$ cat src/rtl/epc_pkg.sv
package epc_pkg;

  typedef enum logic [1:0] {
    ACT_HOLD = 2'b00,
    ACT_INC  = 2'b01,
    ACT_EVT  = 2'b10,
    ACT_DEC  = 2'b11
  } act_e;

  localparam int NCASE = 16;
  localparam int PAT_W = 2 * NCASE;

  // entry 15 in the top pair, entry 0 in the bottom pair
  localparam logic [PAT_W-1:0] PRESET_QUAD =
    32'b00_01_11_00_11_00_00_01_01_00_00_11_00_11_01_00;

  // indices where both A and B changed in one sample: 5, 6, 9, 10
  localparam logic [NCASE-1:0] BOTH_CHANGED = 16'b0000_0110_0110_0000;

  // indices 8..11 have A=1 and earlier A=0
  localparam logic [PAT_W-1:0] PRESET_RISE_A = 32'h0055_0000;

  function automatic logic [PAT_W-1:0] mark_events(input logic [PAT_W-1:0] base,
                                                   input logic [NCASE-1:0] sel);
    logic [PAT_W-1:0] r;
    r = base;
    for (int i = 0; i < NCASE; i++)
      if (sel[i]) r[2*i +: 2] = ACT_EVT;
    return r;
  endfunction

  localparam logic [PAT_W-1:0] PRESET_QUAD_STRICT = mark_events(PRESET_QUAD, BOTH_CHANGED);

endpackage

$ cat src/rtl/epc_src_mux.sv
module epc_src_mux #(
  parameter int SPAN  = 3,
  parameter int SEL_W = 4
) (
  input  logic [2*SPAN:0]  pins_i,
  input  logic             out_own_i,
  input  logic             out_adj_i,
  input  logic [SEL_W-1:0] sel_i,
  output logic             src_o
);
  localparam int NPIN = 2 * SPAN + 1;
  localparam int NSRC = NPIN + 2;

  logic [NSRC-1:0] srcs;
  assign srcs = {out_adj_i, out_own_i, pins_i};

  always_comb begin
    src_o = 1'b0;
    for (int i = 0; i < NSRC; i++)
      if (int'(sel_i) == i) src_o = srcs[i];
  end
endmodule

$ cat src/rtl/epc_sampler.sv
module epc_sampler #(
  parameter int SPAN  = 3,
  parameter int SEL_W = 4
) (
  input  logic             clk,
  input  logic             rst,
  input  logic [2*SPAN:0]  pins_i,
  input  logic             out_own_i,
  input  logic             out_adj_i,
  input  logic [SEL_W-1:0] sel_a_i,
  input  logic [SEL_W-1:0] sel_b_i,
  input  logic             load_i,
  output logic [3:0]       idx_o,
  output logic             live_o
);
  logic [1:0] src;
  logic [1:0] cur_q, prv_q;
  logic       live_q;
  logic       align;

  for (genvar g = 0; g < 2; g++) begin : g_src
    epc_src_mux #(.SPAN(SPAN), .SEL_W(SEL_W)) u_mux (
      .pins_i    (pins_i),
      .out_own_i (out_own_i),
      .out_adj_i (out_adj_i),
      .sel_i     (g == 0 ? sel_a_i : sel_b_i),
      .src_o     (src[g])
    );
  end

  assign align = !live_q || load_i;

  always_ff @(posedge clk) begin
    if (rst) begin
      cur_q  <= '0;
      prv_q  <= '0;
      live_q <= 1'b0;
    end else begin
      cur_q  <= src;
      live_q <= 1'b1;
      if (align) prv_q <= src;
      else       prv_q <= cur_q;
    end
  end

  assign idx_o  = {cur_q[0], prv_q[0], cur_q[1], prv_q[1]};
  assign live_o = live_q;


  aligned_after_load_chk: assert property (@(posedge clk) disable iff (rst)
    align |=> (cur_q == prv_q));
endmodule

$ cat src/rtl/epc_action_lut.sv
module epc_action_lut
  import epc_pkg::*;
(
  input  logic             clk,
  input  logic             rst,
  input  logic             load_i,
  input  logic [PAT_W-1:0] pat_i,
  input  logic             clr_mode_i,
  input  logic             report_i,
  input  logic [3:0]       idx_i,
  output act_e             code_o,
  output logic             clr_mode_o,
  output logic             report_o
);
  logic [PAT_W-1:0] pat_q;
  logic             clr_mode_q;
  logic             report_q;

  always_ff @(posedge clk) begin
    if (rst) begin
      pat_q      <= '0;
      clr_mode_q <= 1'b0;
      report_q   <= 1'b1;
    end else if (load_i) begin
      pat_q      <= pat_i;
      clr_mode_q <= clr_mode_i;
      report_q   <= report_i;
    end
  end

  assign code_o     = act_e'(pat_q[{idx_i, 1'b0} +: 2]);
  assign clr_mode_o = clr_mode_q;
  assign report_o   = report_q;
endmodule

$ cat src/rtl/epc_accum.sv
module epc_accum
  import epc_pkg::*;
#(
  parameter int CNT_W = 32
) (
  input  logic             clk,
  input  logic             rst,
  input  logic             en_i,
  input  act_e             code_i,
  input  logic             clr_mode_i,
  input  logic             report_i,
  input  logic             sw_clr_i,
  input  logic             rd_i,
  output logic [CNT_W-1:0] result_o,
  output logic             flag_o
);
  logic [CNT_W-1:0] cnt_q;
  logic [CNT_W-1:0] res_q;
  logic             flag_q;
  logic             do_inc, do_dec, do_clr, do_evt, set_flag;

  always_comb begin
    do_inc   = en_i && (code_i == ACT_INC);
    do_dec   = en_i && (code_i == ACT_DEC) && !clr_mode_i;
    do_clr   = en_i && (code_i == ACT_DEC) && clr_mode_i;
    do_evt   = en_i && (code_i == ACT_EVT);
    set_flag = report_i ? do_evt : (en_i && (code_i != ACT_HOLD));
  end

  always_ff @(posedge clk) begin
    if (rst) begin
      cnt_q  <= '0;
      res_q  <= '0;
      flag_q <= 1'b0;
    end else begin
      if (sw_clr_i || do_clr) cnt_q <= '0;
      else if (do_inc)        cnt_q <= cnt_q + 1'b1;
      else if (do_dec)        cnt_q <= cnt_q - 1'b1;

      if (set_flag)  flag_q <= 1'b1;
      else if (rd_i) flag_q <= 1'b0;

      if (rd_i) res_q <= report_i ? cnt_q : '0;
    end
  end

  assign result_o = res_q;
  assign flag_o   = flag_q;


  one_action_chk: assert property (@(posedge clk) disable iff (rst)
    $onehot0({do_inc, do_dec, do_clr, do_evt}));

  inc_wrap_chk: assert property (@(posedge clk) disable iff (rst)
    (do_inc && !sw_clr_i) |=> (cnt_q == $past(cnt_q) + 1'b1));

  dec_wrap_chk: assert property (@(posedge clk) disable iff (rst)
    (do_dec && !sw_clr_i) |=> (cnt_q == $past(cnt_q) - 1'b1));

  sw_clear_chk: assert property (@(posedge clk) disable iff (rst)
    sw_clr_i |=> (cnt_q == '0));

  event_keeps_count_chk: assert property (@(posedge clk) disable iff (rst)
    (do_evt && !sw_clr_i) |=> $stable(cnt_q));

  event_sticky_chk: assert property (@(posedge clk) disable iff (rst)
    (flag_q && !rd_i) |=> flag_q);

  read_clears_chk: assert property (@(posedge clk) disable iff (rst)
    (rd_i && !set_flag) |=> !flag_q);

  alert_reads_zero_chk: assert property (@(posedge clk) disable iff (rst)
    (rd_i && !report_i) |=> (res_q == '0));
endmodule

$ cat src/rtl/edge_pattern_counter.sv
module edge_pattern_counter
  import epc_pkg::*;
#(
  parameter int CNT_W = 32,
  parameter int SPAN  = 3,
  localparam int NSRC  = 2 * SPAN + 3,
  localparam int SEL_W = $clog2(NSRC)
) (
  input  logic             clk,
  input  logic             rst,
  input  logic [2*SPAN:0]  pins_i,
  input  logic             out_own_i,
  input  logic             out_adj_i,
  input  logic [SEL_W-1:0] sel_a_i,
  input  logic [SEL_W-1:0] sel_b_i,
  input  logic             cfg_we_i,
  input  logic [PAT_W-1:0] cfg_pattern_i,
  input  logic             cfg_clr_mode_i,
  input  logic             cfg_report_i,
  input  logic             sw_clear_i,
  input  logic             rd_i,
  output logic [CNT_W-1:0] result_o,
  output logic             in_bit_o
);
  logic [3:0] idx;
  logic       live;
  act_e       code;
  logic       clr_mode, report;

  epc_sampler #(.SPAN(SPAN), .SEL_W(SEL_W)) u_smp (
    .clk       (clk),
    .rst       (rst),
    .pins_i    (pins_i),
    .out_own_i (out_own_i),
    .out_adj_i (out_adj_i),
    .sel_a_i   (sel_a_i),
    .sel_b_i   (sel_b_i),
    .load_i    (cfg_we_i),
    .idx_o     (idx),
    .live_o    (live)
  );

  epc_action_lut u_lut (
    .clk        (clk),
    .rst        (rst),
    .load_i     (cfg_we_i),
    .pat_i      (cfg_pattern_i),
    .clr_mode_i (cfg_clr_mode_i),
    .report_i   (cfg_report_i),
    .idx_i      (idx),
    .code_o     (code),
    .clr_mode_o (clr_mode),
    .report_o   (report)
  );

  epc_accum #(.CNT_W(CNT_W)) u_acc (
    .clk        (clk),
    .rst        (rst),
    .en_i       (live && !cfg_we_i),
    .code_i     (code),
    .clr_mode_i (clr_mode),
    .report_i   (report),
    .sw_clr_i   (sw_clear_i),
    .rd_i       (rd_i),
    .result_o   (result_o),
    .flag_o     (in_bit_o)
  );
endmodule

$ cat config.mk
export PLATFORM = sky130hd
export DESIGN_NAME = edge_pattern_counter
export DESIGN_NICKNAME = d
export VERILOG_FILES = /design/src/rtl/epc_pkg.sv /design/src/rtl/epc_src_mux.sv /design/src/rtl/epc_sampler.sv /design/src/rtl/epc_action_lut.sv /design/src/rtl/epc_accum.sv /design/src/rtl/edge_pattern_counter.sv
export SDC_FILE = /design/constraint.sdc
export NUM_CORES = 1
export LEC_CHECK = 0
export BUFFER_PORTS_ARGS = -buffer_cell sky130_fd_sc_hd__buf_2
export CAP_MARGIN = 20
export CORE_MARGIN = 1
export CORE_UTILIZATION = 30
export CTS_CLUSTER_SIZE = 16
export DETAILED_ROUTE_END_ITERATION = 10
export PLACE_DENSITY = 0.55
export SKIP_LAST_GASP = 1
export SYNTH_ARGS = -nofsm -noshare
export SYNTH_HDL_FRONTEND = slang
export SYNTH_HIERARCHICAL = 1
export SYNTH_SLANG_ARGS = --single-unit
$ cat constraint.sdc
create_clock -name clk -period 5.5 [get_ports clk]
set_input_delay 0.275 -clock clk [delete_from_list [all_inputs] [get_ports clk]]
set_output_delay 0.275 -clock clk [all_outputs]
set_load 0.01 [all_outputs]
* After elaboration in Yosys (flattened, before gate mapping)
Cells that the tools add are included.
** Word-level totals
- Memories kept :: 0
- Bits in writable memories :: 0
- Logic and storage cells :: 75
- Input port bits :: 56
- Bits in latches :: 0
- Register bits after elaboration :: 104
- Output and inout port bits :: 33
- Memory bits (read-only) :: 0
** Operators by class
- Add/sub/neg operators :: 2
- $mul :: 0
- Div/mod/pow operators :: 0
- Bitwise logic cells :: 0
- Shift operators :: 1
- Muxes and demuxes :: 26
- Reductions and logical operators :: 18
- Equal/unequal tests :: 19
- Order comparisons :: 0
** Operators with widths (number)
- $mux 32 :: 3
- $eq 4x4->1 const B :: 10
- $add 32x1->32 const B :: 1
- $shiftx 32x6->2 :: 1
- $sub 32x1->32 const B :: 1
- $mux 1 :: 22
- $eq 4x3->1 const B :: 4
- $eq 4x2->1 const B :: 2
- $logic_not 4->1 :: 2
- $logic_and 1x1->1 :: 7
- $reduce_bool 2->1 :: 3
- $eq 2x2->1 const B :: 2
- $logic_not 1->1 :: 3
- $eq 2x1->1 const B :: 1
- $logic_or 1x1->1 :: 2
- $mux 2 :: 1
- $reduce_or 2->1 :: 1

* Longest topological paths before layout
- Word-level depth :: 11
- Depth in mapped cells :: 17
- Mapped depth without buffers :: 15

* By module
The synthesis kept the hierarchy.
** By module, submodules not included
- epc_accum :: sequential area each 1301.2 um^2, cells an instance 532, instances 1, area an instance 4169.0 um^2
- epc_action_lut :: sequential area each 680.7 um^2, cells an instance 131, instances 1, area an instance 1453.9 um^2
- epc_src_mux :: sequential area each 0.0 um^2, cells an instance 10, instances 2, area an instance 82.6 um^2
- epc_sampler :: sequential area each 100.1 um^2, cells an instance 13, instances 1, area an instance 157.7 um^2
- edge_pattern_counter :: sequential area each 0.0 um^2, cells an instance 1, instances 1, area an instance 13.8 um^2

* Worst setup path after synthesis
Ideal clock, no wire load.
- Kind :: register -> register
- Start point :: register u_smp.prv_q[1]
- End point :: register u_acc.cnt_q[29]
- Path slack :: 1488 ps
- Cell stages (with the launch flop) :: 18
- Library setup time :: 129 ps
- Buffers on the path :: 2
- Data arrival time :: 3883 ps
- Cells stage by stage :: dfxtp_1 > buf_6 > mux4_2 > a22oi_1 > nand3_1 > nand2_1 > nor2_1 > inv_1 > ha_1 > buf_6 > a21o_1 > a21o_1 > a21oi_2 > o21ai_1 > a211o_1 > or3_1 > mux2i_1 > o21ai_1
** Between the ends
- Cells in the longest elaborated chain, start to end :: 6
- Elaborated cells between the ends (all ways) :: 11
- Classes of those cells :: eq/ne (2); shift (1); mux (1); reduce/logical (7)
** Ends and longest elaborated chain
- from (decl) :: line epc_sampler.sv:17 : logic [1:0] cur_q, prv_q;
- from (signal assigned) :: line epc_sampler.sv:41 : if (align) prv_q <= src;
- from (signal assigned) :: line epc_sampler.sv:42 : else prv_q <= cur_q;
- $shiftx 32x6->2 (*) :: line epc_action_lut.sv:31 : assign code_o = act_e'(pat_q[{idx_i, 1'b0} +: 2]);
- net code[0] :: line edge_pattern_counter.sv:27 : act_e code;
- $eq 2x2->1 :: line epc_accum.sv:24, epc_accum.sv:25
- $logic_and 1x1->1 :: line epc_accum.sv:24, epc_accum.sv:25
- $logic_and 1x1->1 :: line epc_accum.sv:25 : do_clr = en_i && (code_i == ACT_DEC) && clr_mode_i;
- $logic_or 1x1->1 :: line epc_accum.sv:36 : if (sw_clr_i || do_clr) cnt_q <= '0;
- $reduce_or 2->1 (no line)
- to (signal assigned) :: line epc_accum.sv:37 : else if (do_inc) cnt_q <= cnt_q + 1'b1;
- to (signal assigned) :: line epc_accum.sv:38 : else if (do_dec) cnt_q <= cnt_q - 1'b1;
- to (decl) :: line epc_accum.sv:17 : logic [CNT_W-1:0] cnt_q;
The timed path passes the listed nets; every way through them passes the cells marked *.
A chain may end at the register's enable or synchronous reset.

* Worst setup path after layout
- Start point :: register u_smp.prv_q[1]
- End point :: register u_acc.cnt_q[25]
The elaborated chain is that of the path after synthesis.

==> flow_summary.json <==
{
  "p_leak_nw": 3.02,
  "post-synth-top-area-cell": "dfxtp_1",
  "yosysWarnings": 6,
  "setup_viol": 0,
  "fmax_mhz": 212,
  "synth-seq-cells": 104,
  "final_hold_viol_count": 0,
  "cts-root-buf": "clkbuf_16",
  "dp.cells": 1015,
  "core_area_um2": 19500,
  "num_antenna_cells": 0,
  "final_nets": 851,
  "cts_tree": "yes",
  "drt_iter0_drc": 300,
  "yosys.area.top_type_share_pct": 34.9,
  "synth_cell_types": 60,
  "cts_resized": 0,
  "setup_tns_ns": 0,
  "drv_cap": 0,
  "ir_worst_vdd_v": 0.000156,
  "synthCells": 697,
  "start_kind": "flip-flop",
  "pre_cts_ws_ns": 0.774,
  "p_per_area_nw_per_um2": 265,
  "rows": 51,
  "nFillCells": 2040,
  "dpl.hpwl_mm": 10.7,
  "fin_hold_ws_ns": 0.116,
  "rsz0062_at_grt": "no",
  "overflow": 0,
  "htree_levels": 3,
  "min_period_ns": 4.72,
  "slowest_delay_ns": 0.62,
  "swShare_pct": 30.7,
  "path_cells": "mux4_2 > a22oi_1 > nand3_1 > nand2_1 > nor2_1 > inv_1 > ha_1 > a211oi_2 > o21ai_2 > a31oi_2 > a21oi_2 > a2111oi_2 > o211ai_1 > xnor2_1 > o21ai_0",
  "synthToLayoutAreaGrowth_pct": 15.8,
  "cts_max_path_buffers": 2,
  "numCtsBuffers": 9,
  "cp-end-kind": "flip-flop",
  "gp_congestion": 0.844,
  "synth_edf_count": 0,
  "min_path_type": "input port to flip-flop",
  "synth_nets": 787,
  "grt_pass1_wl_mm": 24.5,
  "clk_pin_slew_ns": 0.08,
  "synth_area_um2": 5960,
  "synthTopCellsByArea": "dfxtp_1 35%, ha_1 6.9%, mux2i_1 6.6%",
  "tightestPinTransition_ns": 0.974,
  "drt_pre_antenna_iters": 4,
  "synth_seq_area_share_pct": 34.9,
  "drcViolationCount": 0,
  "crit_fanout": 21,
  "async_flop_share_pct": 0,
  "io_pins": 89,
  "grt_max_degree": 74,
  "ctsHoldBuffers": 0,
  "critPathRequiredTime_ns": 5.73,
  "fin_ws_ns": 0.777,
  "wire_per_inst_um": 14.2,
  "grt_usage_pct": 15.1,
  "period_share_pct": 85.9,
  "combPwrFrac_pct": 20.3,
  "critical_path.slowest_cell": "dfxtp_1",
  "p_sw_w": 0.000560,
  "start_util_pct": 30.6,
  "synth_most_common_cell": "dfxtp_1",
  "slew_violations": 0,
  "status": "completed",
  "antenna_found_initial": 1,
  "crit_arrival_ns": 4.96,
  "p_int_w": 0.00127,
  "clkPwrFrac_pct": 36.0,
  "drive_above_1_share_pct": 17.8,
  "routed_wl_mm": 14.6,
  "port_buffers": 88,
  "synthFlopType": "dfxtp_1",
  "yosys-top-cells-count": "104 x dfxtp_1, 77 x a21oi_1, 66 x nor2_1",
  "viasPerCell": 4.89,
  "fin_cells": 1031,
  "vias": 5043,
  "cts_setup_buffers": 0,
  "clkSinkCount": 104,
  "dieArea_um2": 20400,
  "clk_latency_ns": 0.37,
  "relSlewSlack_pct": 35.1,
  "avgSynthCellArea_um2": 8.55,
  "die_w_um": 143,
  "grt_pass1_vias": 4773,
  "final_antenna_net_count": 0,
  "skew_ns": 0.0164,
  "die_y_um": 143,
  "worstSetupPathType": "flip-flop to flip-flop",
  "power_frac_seq_pct": 43.7
}
area by class of cell:
cell class	count	area, µm²	area share [%]
tap	265	332	4.81
clock inverter	7	78.8	1.14
inverter	13	48.8	0.707
clock buffer	9	225	3.26
multi-input combinational	538	3640	52.8
sequential	104	2080	30.2
timing repair buffer	95	493	7.15
metal layers:
layer / global-route usage [%] / vias up / routed length (µm)
met5: 0 / - / 13
met4: 4.58 / 2 / 177
met3: 3.99 / 14 / 858
met2: 23.2 / 104 / 6300
met1: 20.6 / 2309 / 7250
li1: - / 2614 / -
worst paths after layout:
path / cells past startpoint / endpoint / slack [ns] / from
max: 15 / u_acc/cnt_q[25] / 0.78 / u_smp/prv_q[1]
min: 2 / u_lut/report_o / 0.12 / cfg_report_i
max reg2reg: 15 / u_acc/cnt_q[25] / 0.78 / u_smp/prv_q[1]
min reg2reg: 2 / u_acc/result_o[11] / 0.46 / u_acc/result_o[11]
logic make-up after synthesis:
kind of cell / share of synthesized area [%]
xor+xnor: 3.67
compound gates: 19.0
fa+ha+maj: 7.26
mux: 11.0
flops: 34.9
simple gates: 20.1
buf+inv: 3.99
through the flow:
step | area [µm²] | utilization (%) | power (W)
CTS | 6900 | 35.4 | 0.00185
finish | 6900 | 35.4 | 0.00183
detailed placement | 6600 | 33.9 | 0.00119
global route | 6900 | 35.4 | 0.00192
floorplan | 5960 | - | 0.00109
global placement | 6600 | 33.9 | 0.00119
power groups by stage:
stage	sequential, W	clock (W)	combinational (W)
2_1_floorplan	0.000804	0	0.000289
3_5_place_dp	0.000816	0	0.000370
4_1_cts	0.000798	0.000677	0.000372
3_3_place_gp	0.000816	0	0.000370
6_report	0.000798	0.000658	0.000370
5_1_grt	0.000802	0.000705	0.000412
state kept, by name, summed over array words and instances, names as in the netlist:
register and flops:
u_acc/result_o 32, u_lut/report_o 1, u_smp/live_o 1, u_lut/pat_q 32
u_acc/cnt_q 32, u_smp/prv_q 2, u_acc/flag_o 1, u_lut/clr_mode_o 1
u_smp/cur_q 2
worst max-delay path, delay by kind of cell, from the launching register on:
kind | cells | cell delay [ns]
multiplexers | 1 | 0.56
buffers and inverters | 1 | 0.55
adder cells (fa/ha/maj) | 1 | 0.39
flip-flops | 1 | 0.62
AO/OA/AOI/OAI | 8 | 1.86
AND/OR/NAND/NOR | 3 | 0.43
XOR/XNOR | 1 | 0.18
cells in the final DEF, fill, tap and decap left out, types with 3 or more instances in the layout:
cell | netlist | final
nand2_1 | 64 | 64
a31oi_1 | 8 | 8
dfxtp_1 | 104 | 104
mux4_2 | 6 | 6
inv_1 | 13 | 13
mux2i_1 | 39 | 39
o211ai_1 | 4 | 4
a21oi_1 | 77 | 77
and2_1 | 3 | 3
a21oi_2 | 4 | 4
xor2_1 | 11 | 11
nand4_1 | 7 | 7
buf_4 | 0 | 7
o21ai_0 | 24 | 23
xnor2_1 | 14 | 14
buf_2 | 6 | 88
o21bai_1 | 5 | 5
nor2_1 | 66 | 66
a211o_1 | 4 | 4
ha_1 | 33 | 33
nand2b_1 | 35 | 35
mux4_1 | 4 | 4
nand3_1 | 44 | 44
nor2b_1 | 11 | 11
inv_8 | 0 | 4
a221o_1 | 3 | 3
nor3_1 | 9 | 9
a211oi_1 | 6 | 6
a22oi_1 | 3 | 3
a21boi_0 | 3 | 3
o21ai_1 | 6 | 7
a21o_1 | 12 | 12
clkbuf_16 | 0 | 9
and3_1 | 3 | 3
Power figures use the tool's default switching activity.
